**config.mk**
```make
export PLATFORM = sky130hd
export DESIGN_NAME = bfp_prb_codec
export DESIGN_NICKNAME = d
export VERILOG_FILES = /design/src/rtl/bfp_pkg.sv /design/src/rtl/bfp_fold_mag.sv /design/src/rtl/bfp_exp_calc.sv /design/src/rtl/bfp_quant.sv /design/src/rtl/bfp_expand.sv /design/src/rtl/bfp_prb_codec.sv
export SDC_FILE = /design/constraint.sdc
export NUM_CORES = 1
export LEC_CHECK = 0
export ABC_AREA = 1
export ABC_CLOCK_PERIOD_IN_PS = 10000
export CELL_PAD_IN_SITES_DETAIL_PLACEMENT = 1
export CELL_PAD_IN_SITES_GLOBAL_PLACEMENT = 1
export CORE_MARGIN = 2
export CORE_UTILIZATION = 25
export CTS_CLUSTER_SIZE = 40
export DETAILED_ROUTE_END_ITERATION = 10
export HOLD_SLACK_MARGIN = 0.05
export PLACE_DENSITY_LB_ADDON = 0.1
export SLEW_MARGIN = 25
export SYNTH_ARGS = -nofsm -noshare
export SYNTH_HDL_FRONTEND = slang
export SYNTH_SLANG_ARGS = --single-unit
```
**constraint.sdc**
```tcl
create_clock -name clk -period 10 [get_ports clk]
set_clock_uncertainty 0.15 [all_clocks]
set_input_delay 2 -clock clk [delete_from_list [all_inputs] [get_ports clk]]
set_output_delay 2 -clock clk [all_outputs]
set_load 0.02 [all_outputs]
```
**src/rtl/bfp_pkg.sv**
```systemverilog
package bfp_pkg;
   typedef enum logic {PH_FILL = 1'b0, PH_EMIT = 1'b1} bfp_phase_t;
   localparam int N_LANES = 2;
   localparam int LANE_I  = 0;
   localparam int LANE_Q  = 1;
   localparam int PAR_W   = 8;
endpackage

```
**src/rtl/bfp_fold_mag.sv**
```systemverilog
// Folds a signed word into a magnitude whose bit length equals the number
// of bits the value needs beyond its sign (one's complement for negatives).
module bfp_fold_mag #(
   parameter int SAMPLE_W = 16
) (
   input  logic [SAMPLE_W-1:0] v,
   output logic [SAMPLE_W-2:0] m
);
   always_comb begin
      m = v[SAMPLE_W-1] ? ~v[SAMPLE_W-2:0] : v[SAMPLE_W-2:0];
   end
endmodule

```
**src/rtl/bfp_exp_calc.sv**
```systemverilog
// Smallest right shift that brings the folded magnitude below 2^(width-1).
module bfp_exp_calc #(
   parameter int MAG_W = 15,
   parameter int WID_W = 5,
   parameter int EXP_W = 4,
   parameter int ARCH  = 0
) (
   input  logic [MAG_W-1:0] mag,
   input  logic [WID_W-1:0] width,
   output logic [EXP_W-1:0] exp_o
);
   localparam int CMP_W = MAG_W + 2;
   localparam int MAX_E = (1 << EXP_W) - 1;

   if (ARCH != 0 && ARCH != 1) begin : g_bad_arch
      $error("bfp_exp_calc: ARCH must be 0 or 1");
   end

   if (ARCH == 0) begin : g_lead_one
      always_comb begin
         int blen;
         int wm1;
         int tmp;
         blen = 0;
         for (int b = 0; b < MAG_W; b++) begin
            if (mag[b]) blen = b + 1;
         end
         wm1 = int'(width) - 1;
         tmp = (blen > wm1) ? (blen - wm1) : 0;
         if (tmp > MAX_E) tmp = MAX_E;
         exp_o = EXP_W'(tmp);
      end
   end else begin : g_cmp_chain
      logic [CMP_W-1:0] lim;
      always_comb begin
         lim   = CMP_W'(1) << (width - WID_W'(1));
         exp_o = EXP_W'(MAX_E);
         for (int e = MAX_E; e >= 0; e--) begin
            if ((CMP_W'(mag) >> e) < lim) exp_o = EXP_W'(e);
         end
      end
   end
endmodule

```
**src/rtl/bfp_quant.sv**
```systemverilog
// Round-half-up arithmetic right shift followed by clamp to width bits.
module bfp_quant #(
   parameter int SAMPLE_W = 16,
   parameter int WID_W    = 5,
   parameter int EXP_W    = 4
) (
   input  logic [SAMPLE_W-1:0] v,
   input  logic [EXP_W-1:0]    sh,
   input  logic [WID_W-1:0]    width,
   output logic [SAMPLE_W-1:0] q
);
   localparam int EXT_W = SAMPLE_W + 2;
   logic signed [EXT_W-1:0] ext, bias, summ, shifted, hi, lo, sat;

   always_comb begin
      ext     = {{2{v[SAMPLE_W-1]}}, v};
      bias    = (sh == '0) ? '0 : (EXT_W'(1) <<< (sh - EXP_W'(1)));
      summ    = ext + bias;
      shifted = summ >>> sh;
      hi      = (EXT_W'(1) <<< (width - WID_W'(1))) - EXT_W'(1);
      lo      = -(EXT_W'(1) <<< (width - WID_W'(1)));
      if (shifted > hi)      sat = hi;
      else if (shifted < lo) sat = lo;
      else                   sat = shifted;
      q = sat[SAMPLE_W-1:0];
   end
endmodule

```
**src/rtl/bfp_expand.sv**
```systemverilog
// Sign-extends the low width bits of a mantissa and shifts it back up.
module bfp_expand #(
   parameter int SAMPLE_W = 16,
   parameter int WID_W    = 5,
   parameter int EXP_W    = 4
) (
   input  logic [SAMPLE_W-1:0] m,
   input  logic [EXP_W-1:0]    sh,
   input  logic [WID_W-1:0]    width,
   output logic [SAMPLE_W-1:0] y
);
   logic [WID_W-1:0]           pad;
   logic signed [SAMPLE_W-1:0] up, sx;

   always_comb begin
      pad = WID_W'(SAMPLE_W) - width;
      up  = m << pad;
      sx  = up >>> pad;
      y   = sx << sh;
   end
endmodule

```
**src/rtl/bfp_prb_codec.sv**
```systemverilog
module bfp_prb_codec
   import bfp_pkg::*;
#(
   parameter int SAMPLE_W = 16,
   parameter int GROUP_N  = 12,
   parameter int CODE_W   = 4,
   parameter int EXP_W    = 4,
   parameter int EXP_ARCH = 0
) (
   input  logic                clk,
   input  logic                rst_n,
   input  logic                in_valid,
   output logic                in_ready,
   input  logic [SAMPLE_W-1:0] in_i,
   input  logic [SAMPLE_W-1:0] in_q,
   input  logic [CODE_W-1:0]   in_wcode,
   output logic                out_valid,
   input  logic                out_ready,
   output logic                out_is_param,
   output logic                out_last,
   output logic [PAR_W-1:0]    out_param,
   output logic [SAMPLE_W-1:0] out_mi,
   output logic [SAMPLE_W-1:0] out_mq,
   input  logic                dx_valid,
   input  logic [CODE_W-1:0]   dx_wcode,
   input  logic [EXP_W-1:0]    dx_exp,
   input  logic [SAMPLE_W-1:0] dx_mi,
   input  logic [SAMPLE_W-1:0] dx_mq,
   output logic                dx_out_valid,
   output logic [SAMPLE_W-1:0] dx_out_i,
   output logic [SAMPLE_W-1:0] dx_out_q
);
   localparam int MAG_W = SAMPLE_W - 1;
   localparam int WID_W = $clog2(SAMPLE_W + 1);
   localparam int CNT_W = $clog2(GROUP_N + 1);
   localparam int LIM_W = SAMPLE_W + 1;

   // ---------------- elaboration checks ----------------
   if (SAMPLE_W != (1 << CODE_W)) begin : g_chk_code
      $error("bfp_prb_codec: code 0 must stand for SAMPLE_W");
   end
   if (GROUP_N < 1) begin : g_chk_group
      $error("bfp_prb_codec: GROUP_N must be at least 1");
   end
   if (((1 << EXP_W) - 1) < MAG_W || EXP_W > PAR_W) begin : g_chk_exp
      $error("bfp_prb_codec: EXP_W cannot cover every shift");
   end

   // ---------------- compressor state ----------------
   bfp_phase_t          phase;
   logic [CNT_W-1:0]    cnt, idx, sel;
   logic [MAG_W-1:0]    acc, acc_next;
   logic [WID_W-1:0]    wid_r, wid_in, wid_next;
   logic [EXP_W-1:0]    exp_r, exp_next;
   logic [SAMPLE_W-1:0] smp_i [GROUP_N];
   logic [SAMPLE_W-1:0] smp_q [GROUP_N];
   logic                in_fire, out_fire, last_fill;

   logic [SAMPLE_W-1:0] in_lane   [N_LANES];
   logic [MAG_W-1:0]    fold_lane [N_LANES];
   logic [SAMPLE_W-1:0] pick_lane [N_LANES];
   logic [SAMPLE_W-1:0] q_lane    [N_LANES];

   assign in_lane[LANE_I] = in_i;
   assign in_lane[LANE_Q] = in_q;

   for (genvar l = 0; l < N_LANES; l++) begin : g_fold
      bfp_fold_mag #(.SAMPLE_W(SAMPLE_W)) u_fold (
         .v (in_lane[l]),
         .m (fold_lane[l])
      );
   end

   assign in_ready  = (phase == PH_FILL);
   assign in_fire   = in_valid && in_ready;
   assign out_valid = (phase == PH_EMIT);
   assign out_fire  = out_valid && out_ready;
   assign last_fill = (cnt == CNT_W'(GROUP_N - 1));

   always_comb begin
      wid_in   = (in_wcode == '0) ? WID_W'(SAMPLE_W) : WID_W'(in_wcode);
      wid_next = (cnt == '0) ? wid_in : wid_r;
      acc_next = ((cnt == '0) ? '0 : acc) | fold_lane[LANE_I] | fold_lane[LANE_Q];
   end

   bfp_exp_calc #(
      .MAG_W (MAG_W),
      .WID_W (WID_W),
      .EXP_W (EXP_W),
      .ARCH  (EXP_ARCH)
   ) u_exp (
      .mag   (acc_next),
      .width (wid_next),
      .exp_o (exp_next)
   );

   always_ff @(posedge clk) begin
      if (!rst_n) begin
         phase <= PH_FILL;
         cnt   <= '0;
         idx   <= '0;
         acc   <= '0;
         wid_r <= WID_W'(SAMPLE_W);
         exp_r <= '0;
      end else begin
         case (phase)
            PH_FILL: begin
               if (in_fire) begin
                  acc   <= acc_next;
                  wid_r <= wid_next;
                  if (last_fill) begin
                     phase <= PH_EMIT;
                     idx   <= '0;
                     cnt   <= '0;
                     exp_r <= exp_next;
                  end else begin
                     cnt <= cnt + CNT_W'(1);
                  end
               end
            end
            default: begin
               if (out_fire) begin
                  if (idx == CNT_W'(GROUP_N)) begin
                     phase <= PH_FILL;
                     idx   <= '0;
                  end else begin
                     idx <= idx + CNT_W'(1);
                  end
               end
            end
         endcase
      end
   end

   always_ff @(posedge clk) begin
      if (in_fire) begin
         smp_i[cnt] <= in_i;
         smp_q[cnt] <= in_q;
      end
   end

   // ---------------- emission ----------------
   assign sel = (idx == '0) ? '0 : (idx - CNT_W'(1));
   assign pick_lane[LANE_I] = smp_i[sel];
   assign pick_lane[LANE_Q] = smp_q[sel];

   for (genvar l = 0; l < N_LANES; l++) begin : g_quant
      bfp_quant #(
         .SAMPLE_W (SAMPLE_W),
         .WID_W    (WID_W),
         .EXP_W    (EXP_W)
      ) u_quant (
         .v     (pick_lane[l]),
         .sh    (exp_r),
         .width (wid_r),
         .q     (q_lane[l])
      );
   end

   assign out_is_param = (idx == '0);
   assign out_last     = (idx == CNT_W'(GROUP_N));
   assign out_param    = PAR_W'(exp_r);
   assign out_mi       = out_is_param ? '0 : q_lane[LANE_I];
   assign out_mq       = out_is_param ? '0 : q_lane[LANE_Q];

   // ---------------- expansion path ----------------
   logic [WID_W-1:0]    dx_wid;
   logic [SAMPLE_W-1:0] dx_lane_in  [N_LANES];
   logic [SAMPLE_W-1:0] dx_lane_out [N_LANES];

   assign dx_wid = (dx_wcode == '0) ? WID_W'(SAMPLE_W) : WID_W'(dx_wcode);
   assign dx_lane_in[LANE_I] = dx_mi;
   assign dx_lane_in[LANE_Q] = dx_mq;

   for (genvar l = 0; l < N_LANES; l++) begin : g_expand
      bfp_expand #(
         .SAMPLE_W (SAMPLE_W),
         .WID_W    (WID_W),
         .EXP_W    (EXP_W)
      ) u_expand (
         .m     (dx_lane_in[l]),
         .sh    (dx_exp),
         .width (dx_wid),
         .y     (dx_lane_out[l])
      );
   end

   always_ff @(posedge clk) begin
      if (!rst_n) begin
         dx_out_valid <= 1'b0;
         dx_out_i     <= '0;
         dx_out_q     <= '0;
      end else begin
         dx_out_valid <= dx_valid;
         if (dx_valid) begin
            dx_out_i <= dx_lane_out[LANE_I];
            dx_out_q <= dx_lane_out[LANE_Q];
         end
      end
   end

   // ---------------- assertions ----------------
   logic signed [LIM_W-1:0] mi_top, mq_top;
   logic [LIM_W-1:0]        lim_chk, acc_w;
   always_comb begin
      mi_top  = $signed({out_mi[SAMPLE_W-1], out_mi}) >>> (wid_r - WID_W'(1));
      mq_top  = $signed({out_mq[SAMPLE_W-1], out_mq}) >>> (wid_r - WID_W'(1));
      lim_chk = LIM_W'(1) << (wid_r - WID_W'(1));
      acc_w   = LIM_W'(acc);
   end

   AST_NO_INPUT_WHILE_EMIT: assert property (@(posedge clk) disable iff (!rst_n)
      out_valid |-> !in_ready);
   AST_PARAM_LEADS: assert property (@(posedge clk) disable iff (!rst_n)
      $rose(out_valid) |-> out_is_param);
   AST_EXP_MINIMAL: assert property (@(posedge clk) disable iff (!rst_n)
      (out_valid && out_is_param) |-> (((acc_w >> exp_r) < lim_chk) &&
                                       ((exp_r == '0) || ((acc_w >> (exp_r - EXP_W'(1))) >= lim_chk))));
   AST_MANT_IN_RANGE: assert property (@(posedge clk) disable iff (!rst_n)
      (out_valid && !out_is_param) |-> (((mi_top == '0) || (mi_top == '1)) &&
                                        ((mq_top == '0) || (mq_top == '1))));
   AST_STALL_HOLDS: assert property (@(posedge clk) disable iff (!rst_n)
      (out_valid && !out_ready) |=> (out_valid && $stable(out_mi) && $stable(out_mq) &&
                                     $stable(out_is_param) && $stable(out_param)));
   AST_EXPAND_LATENCY: assert property (@(posedge clk) disable iff (!rst_n)
      dx_valid |=> dx_out_valid);
   AST_EXPAND_IDLE: assert property (@(posedge clk) disable iff (!rst_n)
      !dx_valid |=> !dx_out_valid);
endmodule

```
==> flow_metrics.env, run 1 <==
export IMPL_status="finished clean"
export IMPL_power_leakage_uw=0.01435
export IMPL_maxSlewHeadroom_pct=26.34
export IMPL_cts_max_level=2
export IMPL_worst_pin_slew_ps=1101
export IMPL_drc=0
export IMPL_power_switching_uw=1836
export IMPL_synth_ff_type="edfxtp_1"
export IMPL_seq_area_frac_synth_pct=44.35
export IMPL_crit_type="reg -> out"
export IMPL_clkPwrFrac_pct=35.5
export IMPL_grt_pass1_vias=27240
export IMPL_combPwrFrac_pct=26.6
export IMPL_gp_congestion=0.8347
export IMPL_worstHoldPathType="reg -> reg"
export IMPL_die_area_sq_um=118700
export IMPL_nFillCells=13540
export IMPL_dieWidth_um=344.5
export IMPL_internal_power_uw=3698
export IMPL_swShare_pct=33.17
export IMPL_detail_route_antenna_nets=0
export IMPL_setup_worst_path_end_class="output port"
export IMPL_io_buffers=153
export IMPL_start_util_pct=25.28
export IMPL_fmax_ghz=0.1056
export IMPL_p_per_area_nw_per_um2=158.1
export IMPL_diodes=0
export IMPL_path_max_fanout=25
export IMPL_worstPathRequired_ps=7850
export IMPL_setup_viol=0
export IMPL_grt_pass1_wl_um=175300
export IMPL_hpwl_um=80880
export IMPL_period_share_pct=94.71
export IMPL_cts_buffers=53
export IMPL_cap_violations=0
export IMPL_wirelength_um=117700
export IMPL_area_growth_pct=20.74
export IMPL_regArea_sq_um=12860
export IMPL_final_hold_viol_count=0
export IMPL_cts_hold_buf=0
export IMPL_crit_arrival_ps=7320
export IMPL_drt_vias_per_instance=4.913
export IMPL_antenna_found_initial=3
export IMPL_num_vias=26290
export IMPL_root_buffer="clkbuf_16"
export IMPL_yosysWarnings=0
export IMPL_slowest_delay_ps=390
export IMPL_synth_cell_types=71
export IMPL_holdWs_ps=315.0
export IMPL_grt_max_degree=70
export IMPL_avgSynthCellArea_sq_um=7.942
export IMPL_min_period_ps=9471
export IMPL_fp_coreArea_sq_um=114700
export IMPL_syn_cell_area_sq_um=28980
export IMPL_gr_usage_all_layers_pct=19.55
export IMPL_dpl_worst_slack_ps=-40.78
export IMPL_postSynthCellCount=3649
export IMPL_rows=124
export IMPL_final_util_pct=30.52
export IMPL_clk_pin_slew_worst_paths_ps=60
export IMPL_wl_per_cell_um=22.00
export IMPL_p_seq_share_pct=37.9
export IMPL_die_h_um=344.5
export IMPL_peakVddDrop_v=0.0001445
export IMPL_grt_overflow=0
export IMPL_ys_ff_latch=450
export IMPL_slew_violations=0
export IMPL_layout_nets=4015
export IMPL_slowest_stage="dfxtp_4"
export IMPL_final_layout_size_suffix_gt1_share_pct=10.21
export IMPL_drtIter0Drc=1462
export IMPL_dr_pass1_iters=5
export IMPL_synth_edf_count=384
export IMPL_clock_path_buffers=3
export IMPL_ios=158
export IMPL_setup_ws_ps=528.6
export IMPL_layout_common_cells="885 x nand2_1, 618 x nand3_1, 384 x edfxtp_1"
export IMPL_mostFrequentLayoutCell="nand2_1"
export IMPL_multiInputGateArea_sq_um=14560
export IMPL_critPathLaunchType="flop"
export IMPL_clk_latency_ps=650
export IMPL_cts_sinks=450
export IMPL_cts_tree="done"
export IMPL_synthArstFlopShare_pct=0
[per-stage QoR]
| step | power (uW) | cells | cell area (sq um) | TNS [ps] |
|---|---|---|---|---|
| detailed placement | 3592 | 5239 | 32740 | -40.78 |
| finish | 5534 | 5351 | 34990 | 0 |
| global placement | 3589 | 5239 | 32740 | 0 |
| global route | 5849 | 5351 | 34990 | -132.5 |
| CTS | 5587 | 5342 | 34710 | 0 |
| floorplan | 3051 | 3655 | 29000 | 0 |
[area by class of cell]
type,count,area share (%)
Multi-Input combinational cell,2716,41.60
Sequential cell,450,36.74
Timing Repair Buffer,294,8.124
Tap cell,1512,5.406
Clock buffer,61,3.905
Inverter,284,3.157
Clock inverter,33,1.044
Timing Repair inverter,1,0.02503
[sequential cells by signal (all words and copies together), names as in the netlist]
name and cells:
cnt 4, smp_i 192, out_valid 1, dx_out_q 16
dx_out_i 16, wid_r 5, exp_r 4, dx_out_valid 1
idx 4, smp_q 192, acc 15
[worst paths after layout]
| check | start | to | slack (ps) | cells after the start |
|---|---|---|---|---|
| worst max-delay path | idx[0] | out_mq[12] | 530 | 38 |
| worst min-delay path | dx_out_q[1] | dx_out_q[1] | 320 | 2 |
| worst max register to register | cnt[0] | exp_r[2] | 4440 | 21 |
| worst min register to register | dx_out_q[1] | dx_out_q[1] | 320 | 2 |
[critical path: cells and delay by family (launching register included)]
family	cells	cell delay [ps]
AO/OA/AOI/OAI	12	2230
buffers and inverters	13	1930
AND/OR/NAND/NOR	9	1160
adder cells (fa/ha/maj)	3	790
flip-flops	1	390
XOR/XNOR	1	170
[repair_timing]
item / 4_1_cts / 5_1_grt
pin swaps: 1 / 11
resized for setup: 68 / 106
cloned: 3 / 3
setup buffers: 6 / 6
endpoints found under the setup margin: 32 / 32
[logic make-up after synthesis]
group / count (synthesis) / share of synthesized area (%)
AOI/OAI and AO/OA: 581 / 11.79
and+or+nand+nor: 1917 / 28.83
DFF: 450 / 44.35
adders and majority gates: 134 / 5.863
buffers and inverters: 490 / 6.774
xor gates and xnor gates: 72 / 2.228
other: 2 / 0.02591
muxes: 3 / 0.1382
[cells in the mapped netlist, types with 7 or more instances]
master,count,area (sq um)
ha_1,131,1639
inv_1,254,953.4
o21ai_0,215,1076
inv_2,25,93.84
nor3_1,20,100.1
nand3_2,7,70.07
or2_2,11,68.82
xor2_1,50,437.9
clkbuf_1,109,409.1
xnor2_1,20,175.2
nand2_1,887,3329
o21ai_1,11,55.05
a211oi_1,10,75.07
o32ai_1,29,254.0
a21oi_1,186,930.9
nand3b_1,9,67.56
a31oi_1,24,150.1
buf_1,44,165.2
buf_2,36,180.2
nand2_2,12,75.07
edfxtp_1,384,11530
nand4_1,23,143.9
nor2_1,293,1100
nand3_1,619,3098
o311ai_0,17,148.9
o211ai_1,30,225.2
buf_4,13,97.59
dfxtp_1,66,1321
[power by group through the flow]
stage,logic [uW],registers (uW),clock network (uW)
finish,1470,2100,1970
global route,1660,2100,2090
detailed placement,1460,2140,0
floorplan,910,2140,0
global placement,1450,2140,0
CTS,1470,2100,2020
[layer usage]
layer	vias to the layer above	global-route usage, %	share of wire (%)
li1	12890	-	-
met1	12950	26.25	47
met2	351	34.52	49
met3	99	1.946	3.0
met4	4	2.717	1.4
met5	-	0	0.027
Power figures use the tool's default switching activity.
==> run 2, diff against run 1 <==
Settings changed: REMOVE_ABC_BUFFERS set to 1.
==> flow_metrics.env, run 2 (same netlist as run 1, synthesis figures left out) <==
export IMPL_status="finished clean"
export IMPL_fp_coreArea_sq_um=114700
export IMPL_die_h_um=344.5
export IMPL_rows=124
export IMPL_min_period_ps=9550
export IMPL_clk_pin_slew_worst_paths_ps=60
export IMPL_num_vias=26350
export IMPL_dr_pass1_iters=5
export IMPL_grt_overflow=0
export IMPL_dieWidth_um=344.5
export IMPL_cts_max_level=2
export IMPL_grt_pass1_wl_um=176100
export IMPL_drtIter0Drc=1242
export IMPL_final_hold_viol_count=0
export IMPL_root_buffer="clkbuf_16"
export IMPL_gr_usage_all_layers_pct=19.45
export IMPL_grt_pass1_vias=27780
export IMPL_final_layout_size_suffix_gt1_share_pct=11.28
export IMPL_io_buffers=153
export IMPL_slowest_stage="a2111oi_2"
export IMPL_area_growth_pct=20.96
export IMPL_setup_viol=0
export IMPL_period_share_pct=95.50
export IMPL_worst_pin_slew_ps=1004
export IMPL_path_max_fanout=19
export IMPL_worstPathRequired_ps=7850
export IMPL_start_util_pct=25.28
export IMPL_ios=158
export IMPL_hpwl_um=81590
export IMPL_p_per_area_nw_per_um2=157.4
export IMPL_antenna_found_initial=2
export IMPL_cap_violations=0
export IMPL_clk_latency_ps=630
export IMPL_crit_arrival_ps=7400
export IMPL_crit_type="reg -> out"
export IMPL_maxSlewHeadroom_pct=33.02
export IMPL_place_inst=5254
export IMPL_setup_worst_path_end_class="output port"
export IMPL_dpl_worst_slack_ps=-382.8
export IMPL_detail_route_antenna_nets=0
export IMPL_mostFrequentLayoutCell="nand2_1"
export IMPL_setup_tns_ps=0
export IMPL_drt_vias_per_instance=4.910
export IMPL_wl_per_cell_um=21.70
export IMPL_layout_nets=4027
export IMPL_nFillCells=13570
export IMPL_clock_path_buffers=3
export IMPL_cts_buffers=52
export IMPL_worstHoldPathType="reg -> reg"
export IMPL_cts_sinks=450
export IMPL_peakVddDrop_v=0.0001473
export IMPL_wirelength_um=116500
export IMPL_critPathMostFrequentCell="nand3_1"
export IMPL_power_leakage_uw=0.01431
export IMPL_diodes=0
export IMPL_layout_common_cells="883 x nand2_1, 617 x nand3_1, 384 x edfxtp_1"
export IMPL_setup_ws_ps=450.4
export IMPL_slew_violations=0
export IMPL_cts_tree="done"
export IMPL_die_area_sq_um=118700
export IMPL_critPathLaunchType="flop"
export IMPL_gp_congestion=0.8282
export IMPL_grt_max_degree=70
export IMPL_drc=0
export IMPL_slowest_delay_ps=400
export IMPL_holdWs_ps=316.0
export IMPL_fmax_ghz=0.1047
export IMPL_rrSetupSlack_ps=4410
export IMPL_fin_cells=5367
export IMPL_reg_top3="smp_i: 192 flops, smp_q: 192 flops"
-- run 2: cell count changes in the layout (fill, tap and decap cells not counted), moves of 4 or more --
cell | previous run | this run
a21oi_1 | 177 | 170
a21oi_2 | 12 | 20
buf_6 | 2 | 11
clkbuf_2 | 12 | 23
clkinv_2 | 9 | 13
dlymetal6s2s_1 | 5 | 0
ha_1 | 128 | 124
ha_2 | 2 | 7
o21ai_0 | 200 | 186
o21ai_1 | 24 | 30
o21ai_2 | 5 | 11
-- run 2: cell type report --
type	count	area [sq um]	share of cell area, %
clock inverters	32	291.5	0.8316
well taps	1512	1892	5.397
repair inverters	1	8.758	0.02498
multi-input cells	2715	14630	41.73
repair buffers	308	2888	8.238
flip-flops and latches	450	12860	36.67
inverters	284	1101	3.141
clock buffers	65	1390	3.965
-- run 2: worst paths after layout --
path / end / depth (start not counted) / startpoint
min: dx_out_i[13] / 2 / dx_out_i[13]
min reg2reg: dx_out_i[13] / 2 / dx_out_i[13]
max reg2reg: exp_r[3] / 24 / cnt[0]
max: out_mq[2] / 37 / idx[0]
-- run 2: what timing repair did --
action                     4_1_cts  5_1_grt
pin swaps                        5       21
gates cloned                     1        4
setup endpoints to repair       32       32
buffers inserted                 4        7
gates resized for setup         93      159
hold buffers                     0        0
-- run 2: where the power goes --
part | internal [uW] | leakage [uW] | switching (uW)
sequential | 2080 | 0.00402 | 17.9
combinational | 517 | 0.00946 | 1020
clock | 1070 | 0.000829 | 815
total | 3670 | 0.0143 | 1850
-- run 2: through the flow --
step | power [uW] | area, sq um | utilization [%]
after global routing | 5845 | 35050 | 30.57
after global placement | 3614 | 32820 | 28.62
final | 5517 | 35050 | 30.57
after floorplan | 3004 | 28110 | -
after CTS | 5543 | 34670 | 30.24
after detailed placement | 3618 | 32820 | 28.62
-- run 2: worst max-delay path, delay by kind of cell, from the launching register on --
family	cells	cell delay [ps]
buffers and inverters	9	1440
XOR/XNOR	1	240
adder cells (fa/ha/maj)	3	800
AO/OA/AOI/OAI	12	2380
AND/OR/NAND/NOR	12	1500
flip-flops	1	390
-- run 2: layer usage --
metal	GRT usage [%]	part of all wire, %	routed length [um]
met3	1.968	2.8	3229
met2	33.61	48	55870
met1	26.36	47	55170
met5	0	0.011	13
met4	3.623	1.9	2171
==> run 3, diff against run 2 <==
Settings changed: SETUP_SLACK_MARGIN set to 0.5.
==> flow_metrics.env, run 3 (same netlist as run 1, synthesis figures left out) <==
export IMPL_rsz0062_at_grt="yes"
export IMPL_cts_sinks=450
export IMPL_internal_power_uw=3729
export IMPL_grt_pass1_wl_um=178500
export IMPL_drc=0
export IMPL_min_period_ps=9167
export IMPL_critPathMostFrequentCell="inv_1"
export IMPL_peakVddDrop_v=0.0001475
export IMPL_start_util_pct=25.28
export IMPL_die_area_sq_um=118700
export IMPL_die_h_um=344.5
export IMPL_crit_type="reg -> out"
export IMPL_layout_common_cells="871 x nand2_1, 593 x nand3_1, 384 x edfxtp_1"
export IMPL_io_buffers=153
export IMPL_detail_route_antenna_nets=0
export IMPL_clkPwrFrac_pct=33.6
export IMPL_num_vias=26770
export IMPL_grt_max_degree=70
export IMPL_power_leakage_uw=0.01487
export IMPL_combPwrFrac_pct=29.1
export IMPL_gp_congestion=0.8282
export IMPL_hpwl_um=81590
export IMPL_cts_max_level=2
export IMPL_drtIter0Drc=1308
export IMPL_p_total_uw=5622
export IMPL_ios=158
export IMPL_wirelength_um=119100
export IMPL_slowest_stage="dfxtp_4"
export IMPL_worstPathRequired_ps=7850
export IMPL_diodes=0
export IMPL_dieWidth_um=344.5
export IMPL_setup_viol=0
export IMPL_layout_nets=4088
export IMPL_worst_pin_slew_ps=1034
export IMPL_p_seq_share_pct=37.3
export IMPL_dr_pass1_iters=5
export IMPL_slew_violations=0
export IMPL_rows=124
export IMPL_worstHoldPathType="reg -> reg"
export IMPL_gr_usage_all_layers_pct=19.72
export IMPL_wl_per_cell_um=21.94
export IMPL_cts_buffers=52
export IMPL_place_inst=5254
export IMPL_root_buffer="clkbuf_16"
export IMPL_power_switching_uw=1893
export IMPL_slowest_delay_ps=400
export IMPL_grt_pass1_vias=28140
export IMPL_crit_arrival_ps=7020
export IMPL_status="finished clean"
export IMPL_clk_pin_slew_worst_paths_ps=60
export IMPL_drt_vias_per_instance=4.932
export IMPL_fin_cells=5428
export IMPL_cap_violations=0
export IMPL_fp_coreArea_sq_um=114700
export IMPL_cts_tree="done"
export IMPL_path_max_fanout=7
export IMPL_period_share_pct=91.67
export IMPL_critPathLaunchType="flop"
export IMPL_maxSlewHeadroom_pct=31.02
export IMPL_antenna_found_initial=4
export IMPL_area_growth_pct=25.99
export IMPL_setup_tns_ps=0
export IMPL_final_util_pct=31.85
export IMPL_clk_latency_ps=630
export IMPL_p_per_area_nw_per_um2=154.0
export IMPL_grt_overflow=0
export IMPL_reg_top3="smp_i: 192 flops, smp_q: 192 flops"
export IMPL_mostFrequentLayoutCell="nand2_1"
export IMPL_final_layout_size_suffix_gt1_share_pct=15.50
export IMPL_final_hold_viol_count=0
export IMPL_swShare_pct=33.67
export IMPL_clock_path_buffers=3
export IMPL_setup_worst_path_end_class="output port"
export IMPL_fmax_ghz=0.1091
==> run 3: cell count changes in the layout (fill, tap and decap cells not counted), moves of 12 or more <==
cell,change
a21oi_2,+17
nand3_1,-24
ha_1,-12
buf_4,+54
o21ai_0,-20
clkbuf_2,-21
nand2_1,-12
nand3_2,+23
a21oi_1,-20
==> run 3: through the flow <==
stage | setup slack (ps) | hold slack [ps] | area [sq um]
global placement | -448.1 | 307.8 | 32820
finish | 832.8 | 314.5 | 36510
global route | 411.3 | 343.3 | 36510
CTS | 505.3 | 316.9 | 35360
detailed placement | -382.8 | 308.4 | 32820
floorplan | -539.3 | 318.4 | 28110
==> run 3: power groups by stage <==
stage / combinational, uW / sequential, uW / clock [uW]
after floorplan: 863 / 2140 / 0
after global placement: 1480 / 2140 / 0
after detailed placement: 1480 / 2140 / 0
after CTS: 1550 / 2100 / 1940
after global routing: 1840 / 2100 / 2010
final: 1640 / 2100 / 1890
==> run 3: layout make-up <==
cell class,count,area (sq um)
repair buffers,368,3704
clock buffers,65,1390
flip-flops and latches,450,12860
fillers,13480,78140
well taps,1512,1892
clock inverters,32,291.5
repair inverters,1,8.758
inverters,284,1114
multi-input cells,2716,15260
==> run 3: worst max-delay path: cells and delay by family, from the launching register on <==
family / cells / cell delay, ps
flip-flops: 1 / 400
AO/OA/AOI/OAI: 12 / 1860
AND/OR/NAND/NOR: 15 / 1670
adder cells (fa/ha/maj): 4 / 940
XOR/XNOR: 1 / 150
buffers and inverters: 14 / 1360
==> run 3: layer usage <==
layer | global-route usage (%) | vias up | share of wire (%)
met2 | 34.06 | 364 | 48
met1 | 26.59 | 13210 | 47
met3 | 2.045 | 148 | 2.9
li1 | - | 13040 | -
met5 | 0 | - | 0.034
met4 | 3.995 | 6 | 2.1
==> run 3: worst paths after layout <==
check / from / to / slack (ps) / cells past startpoint
hold reg to reg: dx_out_i[13] / dx_out_i[13] / 310 / 2
setup reg to reg: cnt[0] / exp_r[3] / 4420 / 24
hold / removal: dx_out_i[13] / dx_out_i[13] / 310 / 2
setup / recovery: idx[0] / out_mi[8] / 830 / 46
==> run 3: timing repair <==
action / 4_1_cts / 5_1_grt
pin swaps: 25 / 62
buffers inserted: 32 / 32
hold buffers: 0 / 0
gates cloned: 6 / 7
resized for setup: 244 / 237
endpoints found under the setup margin: 32 / 32
